File: src/rtl/fcr_pkg.sv
package fcr_pkg;
  localparam int HOST_W = 8;
  localparam int NUM_Q  = 2;   // queue 0 = receive, queue 1 = transmit
  localparam int Q_RX   = 0;
  localparam int Q_TX   = 1;

  typedef struct packed {
    logic       en;
    logic       rx_clr;
    logic       tx_clr;
    logic       dma;
    logic [1:0] trig;
  } fcr_fields_t;

  function automatic fcr_fields_t split_byte(input logic [HOST_W-1:0] b);
    fcr_fields_t f;
    f.en     = b[0];
    f.rx_clr = b[1];
    f.tx_clr = b[2];
    f.dma    = b[3];
    f.trig   = b[7:6];
    return f;
  endfunction
endpackage

File: src/rtl/fcr_decode.sv
module fcr_decode
  import fcr_pkg::*;
(
  input  logic              clk,
  input  logic              rst,
  input  logic              wr_en,
  input  logic [HOST_W-1:0] wr_data,
  output logic              fifo_en,
  output logic              dma_mode,
  output logic [1:0]        trig_sel,
  output logic              rx_clr,
  output logic              tx_clr
);
  fcr_fields_t f;
  assign f = split_byte(wr_data);

  always_ff @(posedge clk) begin
    if (rst) begin
      fifo_en  <= 1'b0;
      dma_mode <= 1'b0;
      trig_sel <= 2'b00;
      rx_clr   <= 1'b0;
      tx_clr   <= 1'b0;
    end else begin
      rx_clr <= 1'b0;
      tx_clr <= 1'b0;
      if (wr_en) begin
        fifo_en <= f.en;
        if (f.en) begin
          dma_mode <= f.dma;
          trig_sel <= f.trig;
          rx_clr   <= f.rx_clr;
          tx_clr   <= f.tx_clr;
        end
      end
    end
  end


  gated_write_chk: assert property (@(posedge clk) disable iff (rst)
    (wr_en && !wr_data[0]) |=> ($stable(dma_mode) && $stable(trig_sel) && !rx_clr && !tx_clr));

  rx_pulse_width_chk: assert property (@(posedge clk) disable iff (rst)
    rx_clr |=> !rx_clr);

  tx_pulse_width_chk: assert property (@(posedge clk) disable iff (rst)
    tx_clr |=> !tx_clr);
endmodule

File: src/rtl/fifo_level_ctr.sv
module fifo_level_ctr #(
  parameter int DEPTH = 16,
  parameter int LVL_W = $clog2(DEPTH + 1)
) (
  input  logic             clk,
  input  logic             rst,
  input  logic             clr,
  input  logic             push,
  input  logic             pop,
  output logic [LVL_W-1:0] level
);
  localparam logic [LVL_W-1:0] FULL = LVL_W'(DEPTH);

  logic not_empty, pop_ok, push_ok;
  assign not_empty = (level != '0);
  assign pop_ok    = pop && not_empty;
  assign push_ok   = push && ((level < FULL) || pop_ok);

  always_ff @(posedge clk) begin
    if (rst || clr) begin
      level <= '0;
    end else begin
      unique case ({push_ok, pop_ok})
        2'b10:   level <= level + 1'b1;
        2'b01:   level <= level - 1'b1;
        default: level <= level;
      endcase
    end
  end


  level_bound_chk: assert property (@(posedge clk) disable iff (rst)
    level <= FULL);

  clr_empties_chk: assert property (@(posedge clk) disable iff (rst)
    clr |=> (level == '0));
endmodule

File: src/rtl/rx_trig_irq.sv
module rx_trig_irq #(
  parameter int LVL_W  = 5,
  parameter int TRIG_A = 1,
  parameter int TRIG_B = 4,
  parameter int TRIG_C = 8,
  parameter int TRIG_D = 14
) (
  input  logic             clk,
  input  logic             rst,
  input  logic             fifo_en,
  input  logic [1:0]       trig_sel,
  input  logic [LVL_W-1:0] level,
  output logic             irq
);
  logic [LVL_W-1:0] thresh;

  always_comb begin
    unique case (trig_sel)
      2'b00:   thresh = LVL_W'(TRIG_A);
      2'b01:   thresh = LVL_W'(TRIG_B);
      2'b10:   thresh = LVL_W'(TRIG_C);
      default: thresh = LVL_W'(TRIG_D);
    endcase
  end

  always_ff @(posedge clk) begin
    if (rst) irq <= 1'b0;
    else     irq <= fifo_en && (level >= thresh);
  end


  irq_off_when_disabled_chk: assert property (@(posedge clk) disable iff (rst)
    !$past(fifo_en) |-> !irq);
endmodule

File: src/rtl/fcr_unit.sv
module fcr_unit
  import fcr_pkg::*;
#(
  parameter int DEPTH  = 16,
  parameter int TRIG_A = 1,
  parameter int TRIG_B = 4,
  parameter int TRIG_C = 8,
  parameter int TRIG_D = 14,
  localparam int LVL_W = $clog2(DEPTH + 1)
) (
  input  logic              clk,
  input  logic              rst,
  input  logic              wr_en,
  input  logic [HOST_W-1:0] wr_data,
  input  logic              rx_push,
  input  logic              rx_pop,
  input  logic              tx_push,
  input  logic              tx_pop,
  output logic              fifo_en,
  output logic              dma_mode,
  output logic [1:0]        rx_trig_sel,
  output logic              rx_fifo_clr,
  output logic              tx_fifo_clr,
  output logic [LVL_W-1:0]  rx_level,
  output logic [LVL_W-1:0]  tx_level,
  output logic              rx_irq
);
  logic [NUM_Q-1:0]   q_clr, q_push, q_pop;
  logic [LVL_W-1:0]   q_level [NUM_Q];

  fcr_decode u_decode (
    .clk      (clk),
    .rst      (rst),
    .wr_en    (wr_en),
    .wr_data  (wr_data),
    .fifo_en  (fifo_en),
    .dma_mode (dma_mode),
    .trig_sel (rx_trig_sel),
    .rx_clr   (rx_fifo_clr),
    .tx_clr   (tx_fifo_clr)
  );

  assign q_clr[Q_RX]  = rx_fifo_clr || !fifo_en;
  assign q_clr[Q_TX]  = tx_fifo_clr || !fifo_en;
  assign q_push[Q_RX] = rx_push;
  assign q_push[Q_TX] = tx_push;
  assign q_pop[Q_RX]  = rx_pop;
  assign q_pop[Q_TX]  = tx_pop;

  for (genvar g = 0; g < NUM_Q; g++) begin : g_q
    fifo_level_ctr #(.DEPTH(DEPTH), .LVL_W(LVL_W)) u_ctr (
      .clk   (clk),
      .rst   (rst),
      .clr   (q_clr[g]),
      .push  (q_push[g]),
      .pop   (q_pop[g]),
      .level (q_level[g])
    );
  end

  assign rx_level = q_level[Q_RX];
  assign tx_level = q_level[Q_TX];

  rx_trig_irq #(
    .LVL_W(LVL_W), .TRIG_A(TRIG_A), .TRIG_B(TRIG_B), .TRIG_C(TRIG_C), .TRIG_D(TRIG_D)
  ) u_irq (
    .clk      (clk),
    .rst      (rst),
    .fifo_en  (fifo_en),
    .trig_sel (rx_trig_sel),
    .level    (rx_level),
    .irq      (rx_irq)
  );


  rx_clear_spares_tx_chk: assert property (@(posedge clk) disable iff (rst)
    (rx_fifo_clr && !tx_fifo_clr && fifo_en && !tx_push && !tx_pop) |=> $stable(tx_level));

  tx_clear_spares_rx_chk: assert property (@(posedge clk) disable iff (rst)
    (tx_fifo_clr && !rx_fifo_clr && fifo_en && !rx_push && !rx_pop) |=> $stable(rx_level));
endmodule

File: config.mk
export PLATFORM = sky130hd
export DESIGN_NAME = fcr_unit
export DESIGN_NICKNAME = d
export VERILOG_FILES = /design/src/rtl/fcr_pkg.sv /design/src/rtl/fcr_decode.sv /design/src/rtl/fifo_level_ctr.sv /design/src/rtl/rx_trig_irq.sv /design/src/rtl/fcr_unit.sv
export SDC_FILE = /design/constraint.sdc
export NUM_CORES = 1
export LEC_CHECK = 0
export BUFFER_PORTS_ARGS = -buffer_cell sky130_fd_sc_hd__buf_4
export CELL_PAD_IN_SITES_DETAIL_PLACEMENT = 1
export CELL_PAD_IN_SITES_GLOBAL_PLACEMENT = 1
export CORE_MARGIN = 1.5
export CORE_UTILIZATION = 40
export CTS_CLUSTER_DIAMETER = 120
export DETAILED_ROUTE_END_ITERATION = 8
export PLACE_DENSITY = 0.91
export RECOVER_POWER = 25
export SKIP_LAST_GASP = 1
export SYNTH_ARGS = -nofsm -noshare
export SYNTH_HDL_FRONTEND = slang
export SYNTH_SLANG_ARGS = --single-unit
export TNS_END_PERCENT = 50
File: constraint.sdc
create_clock -name clk -period 7.25 [get_ports clk]
set_clock_uncertainty 0.15 [all_clocks]
set_input_delay 0 -clock clk [delete_from_list [all_inputs] [get_ports clk]]
set_output_delay 0 -clock clk [all_outputs]
set_load 0.01 [all_outputs]
* Word-level counts from Yosys, hierarchy flattened
Cells that the tools add are included.
Storage, ports and cells: register bits after elaboration 17, output and inout bits 17, logic and storage cells 45
Operators by class: $add $sub $neg 4, order comparisons 3, equality and inequality tests 6, mux-type cells 3, bitwise gates (word level) 2, reductions and logical operators 19
Operator list (number):
- $pmux W5 S2 | 2
- $pmux W4 S3 | 1
- $add A5 B1 Y5 const B | 2
- $lt A5 B5 Y1 const B | 2
- $reduce_bool A5 Y1 | 2
- $sub A5 B1 Y5 const B | 2
- $eq A2 B1 Y1 const B | 3
- $eq A2 B2 Y1 const B | 3
- $logic_or A1 B1 Y1 | 6
- $ge A5 B4 Y1 | 1
- $logic_and A1 B1 Y1 | 5
- $reduce_bool A2 Y1 | 2
- $reduce_or A3 Y1 | 1
- $logic_not A2 Y1 | 1
- $not A1 Y1 | 2
- $reduce_and A2 Y1 | 1
- $logic_not A1 Y1 | 1

* Depth between registers and ports, before layout
word-level depth 6, gate-level depth with buffers 12, depth with buffers taken out 10

* Cells and area by module
From an unflattened synthesis, not the netlist that was laid out.
Unflattened totals: cell total of the unflattened synthesis 144, area, all modules 1239.9 µm²
By module, submodules not included:
- fifo_level_ctr (g_q[0].u_ctr) | times used 1, cells an instance 52, area each 440.4 µm², seq. area each 100.1 µm²
- fifo_level_ctr (g_q[1].u_ctr) | times used 1, cells an instance 52, area each 435.4 µm², seq. area each 100.1 µm²
- fcr_decode | times used 1, cells an instance 21, area each 224.0 µm², seq. area each 120.1 µm²
- rx_trig_irq | times used 1, cells an instance 17, area each 127.6 µm², seq. area each 20.0 µm²
- fcr_unit | times used 1, cells an instance 2, area each 12.5 µm², seq. area each 0.0 µm²

* Worst setup path after synthesis
Ideal clock, no wire load.
kind flip-flop to flip-flop, start reg g_q[1].u_ctr.level[1], end reg g_q[1].u_ctr.level[4], library setup time 0.119 ns, data arrival time 2.235 ns, slack 4.747 ns, cell stages (with the launch flop) 13, buffers on the path 2, period minus slack after synthesis 2.503 ns, cells stage by stage dfxtp_1 buf_6 nor4_1 a21boi_0 ha_1 buf_6 xor2_1 ha_1 o21ai_0 a21oi_1 nor4_2 o21a_1 nor3_2
Between the ends: cells in the longest elaborated chain, start to end 6, elaborated cells between the ends (all ways) 11, those cells by class add/sub: 2; order compare: 1; eq/ne: 2; mux: 1; reduce/logical: 5
Ends and longest elaborated chain:
- start: declaration | line fifo_level_ctr.sv:10 | output logic [LVL_W-1:0] level
- start signal: assignment | line fifo_level_ctr.sv:24 | 2'b10: level <= level + 1'b1;
- start signal: assignment | line fifo_level_ctr.sv:25 | 2'b01: level <= level - 1'b1;
- start signal: assignment | line fifo_level_ctr.sv:26 | default: level <= level;
- parallel branches: the longest is 6 deep, another holds $lt A5 B5 Y1
Parallel ways; which one is timed is not known. A chain may end at the register's enable or synchronous reset.

* Worst setup path after layout
start reg g_q[0].u_ctr.level[1], end reg g_q[0].u_ctr.level[4]
Between the ends: cells in the longest elaborated chain, start to end 6, elaborated cells between the ends (all ways) 11, those cells by class add/sub: 2; order compare: 1; eq/ne: 2; mux: 1; reduce/logical: 5
Ends and longest elaborated chain (line):
- start: declaration | fifo_level_ctr.sv:10
- start signal: assignment | fifo_level_ctr.sv:24
- start signal: assignment | fifo_level_ctr.sv:25
- start signal: assignment | fifo_level_ctr.sv:26
- parallel branches: the longest is 6 deep, another holds $lt A5 B5 Y1
Parallel ways; which one is timed is not known.

==> metrics.md <==
| Metric | Value |
|---|---|
| Post-DR wirelength/cell | 16.3 µm |
| Worst Path Arrival | 2950 ps |
| Gr usage total | 22.3% |
| Initial antenna violation count | 0 |
| Setup TNS | 0 ps |
| DP HPWL | 2270 µm |
| CTS buffer count | 3 |
| Yosys top cell area share | 27.2% |
| Max VDD drop | 0.0808 mV |
| Synth-to-Final Area Change | 23.9% |
| Worst-path clk slew | 100 ps |
| Seq/Total Area, Yosys | 27.2% |
| Gpl congestion | 0.873 |
| Die width | 59.0 µm |
| Vias | 1208 |
| IO Pins | 32 |
| Postcts setup bufs | 0 |
| Worst endpoint required time | 7290 ps |
| RSZ-0062 raised after global routing | false |
| Clock Path Buffers | 2 |
| Nets | 210 |
| Worst-margin pin slew | 414 ps |
| Routed wl met3 | 97 µm |
| Share of layout cells above drive strength 1 | 19.2% |
| Slew headroom | 72.3% |
| First-pass GRT wire length | 6010 µm |
| Synthesized area per cell | 8.64 µm² |
| Non-filler cells, final | 215 |
| Unique masters post-synth | 33 |
| P_leak | 0.626 nW |
| Area of the core | 3000 µm² |
| Synth area leader | dfxtp_1 |
| Root buf cell | clkbuf_4 |
| TritonCTS clock tree | built |
| CTS Sinks | 17 |
| DRC | 0 |
| Final max-slew violation count | 0 |
| Post-Syn Nets | 172 |
| Filler cells | 358 |
| Reg-to-reg setup timing slack | 4340 ps |
| Via density | 5.62 |
| Yosys reg bits | 17 |
| Grt ovf | 0 |
| Placed Cells | 197 |
| Hold Path Class | input pin to register |
| Synth top area cells | dfxtp_1, ha_1, buf_6, a21oi_1, mux2i_1 |
| Power per cell area | 116 nW/µm² |
| Status | finished clean |
| Die area | 3480 µm² |
| Later-pin clock latency in the skew report | 300 ps |
| Yosys warning count | 0 |
| Fmax achieved | 344 MHz |
| Highest Signal Layer | met4 |
| Port Buffers | 29 |
| Vias in the first global route | 1271 |
| Number of diodes | 0 |
| ANT nets after route | 0 |
| Final WL | 3510 µm |
| Max-cap violation count | 0 |
| DRT iter0 DRCs | 35 |
| DR WL met2 | 1950 µm |
| Mapped Cells | 145 |
| Finish-stage setup viols | 0 |
| CTS H-tree lvls | 1 |
| Worst-path maximum fanout | 10 |
| Fin crit share | 40.1% |
| Worst setup SP type | register |
| Largest net degree at the start of global routing | 12 |
| Std-Cell Rows | 20 |
| Critical Path End Type | register |
| DRT met1 WL | 1450 µm |
| Fin. Hold Viols | 0 |
| First-pass detailed-route iteration total | 4 |
| Minimum clock period | 2910 ps |
| Die Ht | 59.0 µm |
| Worst setup path class | register to register |
| Mapped Area | 1250 µm² |
| Starting Density | 41.7% |
## stage by stage
step | area [µm²] | power (mW) | worst slack, ps | hold WS (ps) | utilization (%)
after global routing | 1550 | 0.189 | 4090 | 394 | 51.7
after CTS | 1580 | 0.178 | 4320 | 360 | 52.7
after detailed placement | 1420 | 0.124 | 4350 | 71.6 | 47.1
final | 1550 | 0.180 | 4340 | 341 | 51.7
after floorplan | 1250 | 0.114 | 4750 | -80.9 | -
after global placement | 1420 | 0.122 | 4620 | 63.6 | 47.1
## layout by cell type (no fill, tap or decap), types with 3 or more instances in the layout
master	count
nor2b_1	4
nand2_1	7
mux2i_1	6
nand3_1	7
nor3_2	3
clkbuf_1	9
nor2_1	8
o21ai_0	8
dfxtp_1	17
clkbuf_4	3
inv_1	7
ha_1	12
buf_4	21
a21oi_1	14
dlygate4sd3_1	14
xor2_1	4
nor3_1	7
## layer usage
metal  global-route usage, %  vias up
met5                       0        -
met4                    2.60        0
met3                    4.18        2
met2                    42.7       27
met1                    26.3      595
li1                        -      584
## layout make-up
type / count / area, µm² / area share [%]
clock buffer: 4 / 26.3 / 1.69
multi-input combinational: 111 / 790 / 50.9
timing repair buffer: 43 / 328 / 21.1
inverter: 7 / 26.3 / 1.69
sequential: 17 / 340 / 21.9
tap: 33 / 41.3 / 2.66
## worst max-delay path: stages (launching register included)
cell and delay (ps):
dfxtp_1 590, nor4_1 110, a21boi_0 330, ha_1 430
xor2_1 120, ha_1 250, o21ai_0 180, a21oi_1 70
nor4_2 340, o21a_1 200, nor3_2 50
## cell families after synthesis
family | share of synthesized area, %
XOR/XNOR | 4.20
AO/OA/AOI/OAI | 14.0
flip-flops | 27.2
AND/OR/NAND/NOR | 28.1
adder cells (fa/ha/maj) | 12.0
multiplexers | 4.80
buffers and inverters | 9.79
## power by group
group	total (mW)	leakage (nW)	internal, mW	switching (mW)
Clock	0.0524	0.0150	0.0214	0.0309
Combinational	0.0308	0.473	0.0159	0.0148
Sequential	0.0974	0.138	0.0951	0.00223
Total	0.180	0.626	0.133	0.0480
## final timing paths
| path | from | to | cells past startpoint |
|---|---|---|---|
| setup / recovery | g_q[0].u_ctr.level[1] | g_q[0].u_ctr.level[4] | 10 |
| hold / removal | tx_push | g_q[1].u_ctr.level[3] | 5 |
| setup reg to reg | g_q[0].u_ctr.level[1] | g_q[0].u_ctr.level[4] | 10 |
| hold reg to reg | g_q[1].u_ctr.level[3] | g_q[1].u_ctr.level[3] | 2 |
## cell usage after synthesis, drive strengths merged
| cell | n |
|---|---|
| nor2b | 5 |
| o21a | 2 |
| xnor2 | 2 |
| a21boi | 2 |
| nand4 | 2 |
| a31oi | 2 |
| buf | 10 |
| nor4bb | 2 |
| xor2 | 4 |
| inv | 7 |
| mux2i | 6 |
| or3 | 2 |
| or2 | 2 |
| nor4 | 4 |
| ha | 12 |
| nor3b | 4 |
| nand2 | 7 |
| a21oi | 16 |
| nand3 | 7 |
| dfxtp | 17 |
| nor2 | 8 |
| o21ai | 9 |
| nor3 | 10 |
| nand2b | 3 |
## flip-flops by register name, summed over array words and instances (netlist names)
signal             cells
u_decode.tx_clr        1
u_decode.rx_clr        1
u_decode.dma_mode      1
u_decode.fifo_en       1
u_irq.irq              1
g_q.u_ctr.level       10
u_decode.trig_sel      2
## timing repair
| item | in CTS | in global routing |
|---|---|---|
| hold buffers | 14 | 0 |
| hold endpoints to repair | 7 | 0 |
| resized for setup | 0 | 0 |
Note: power is estimated with default switching activity, not from simulation.
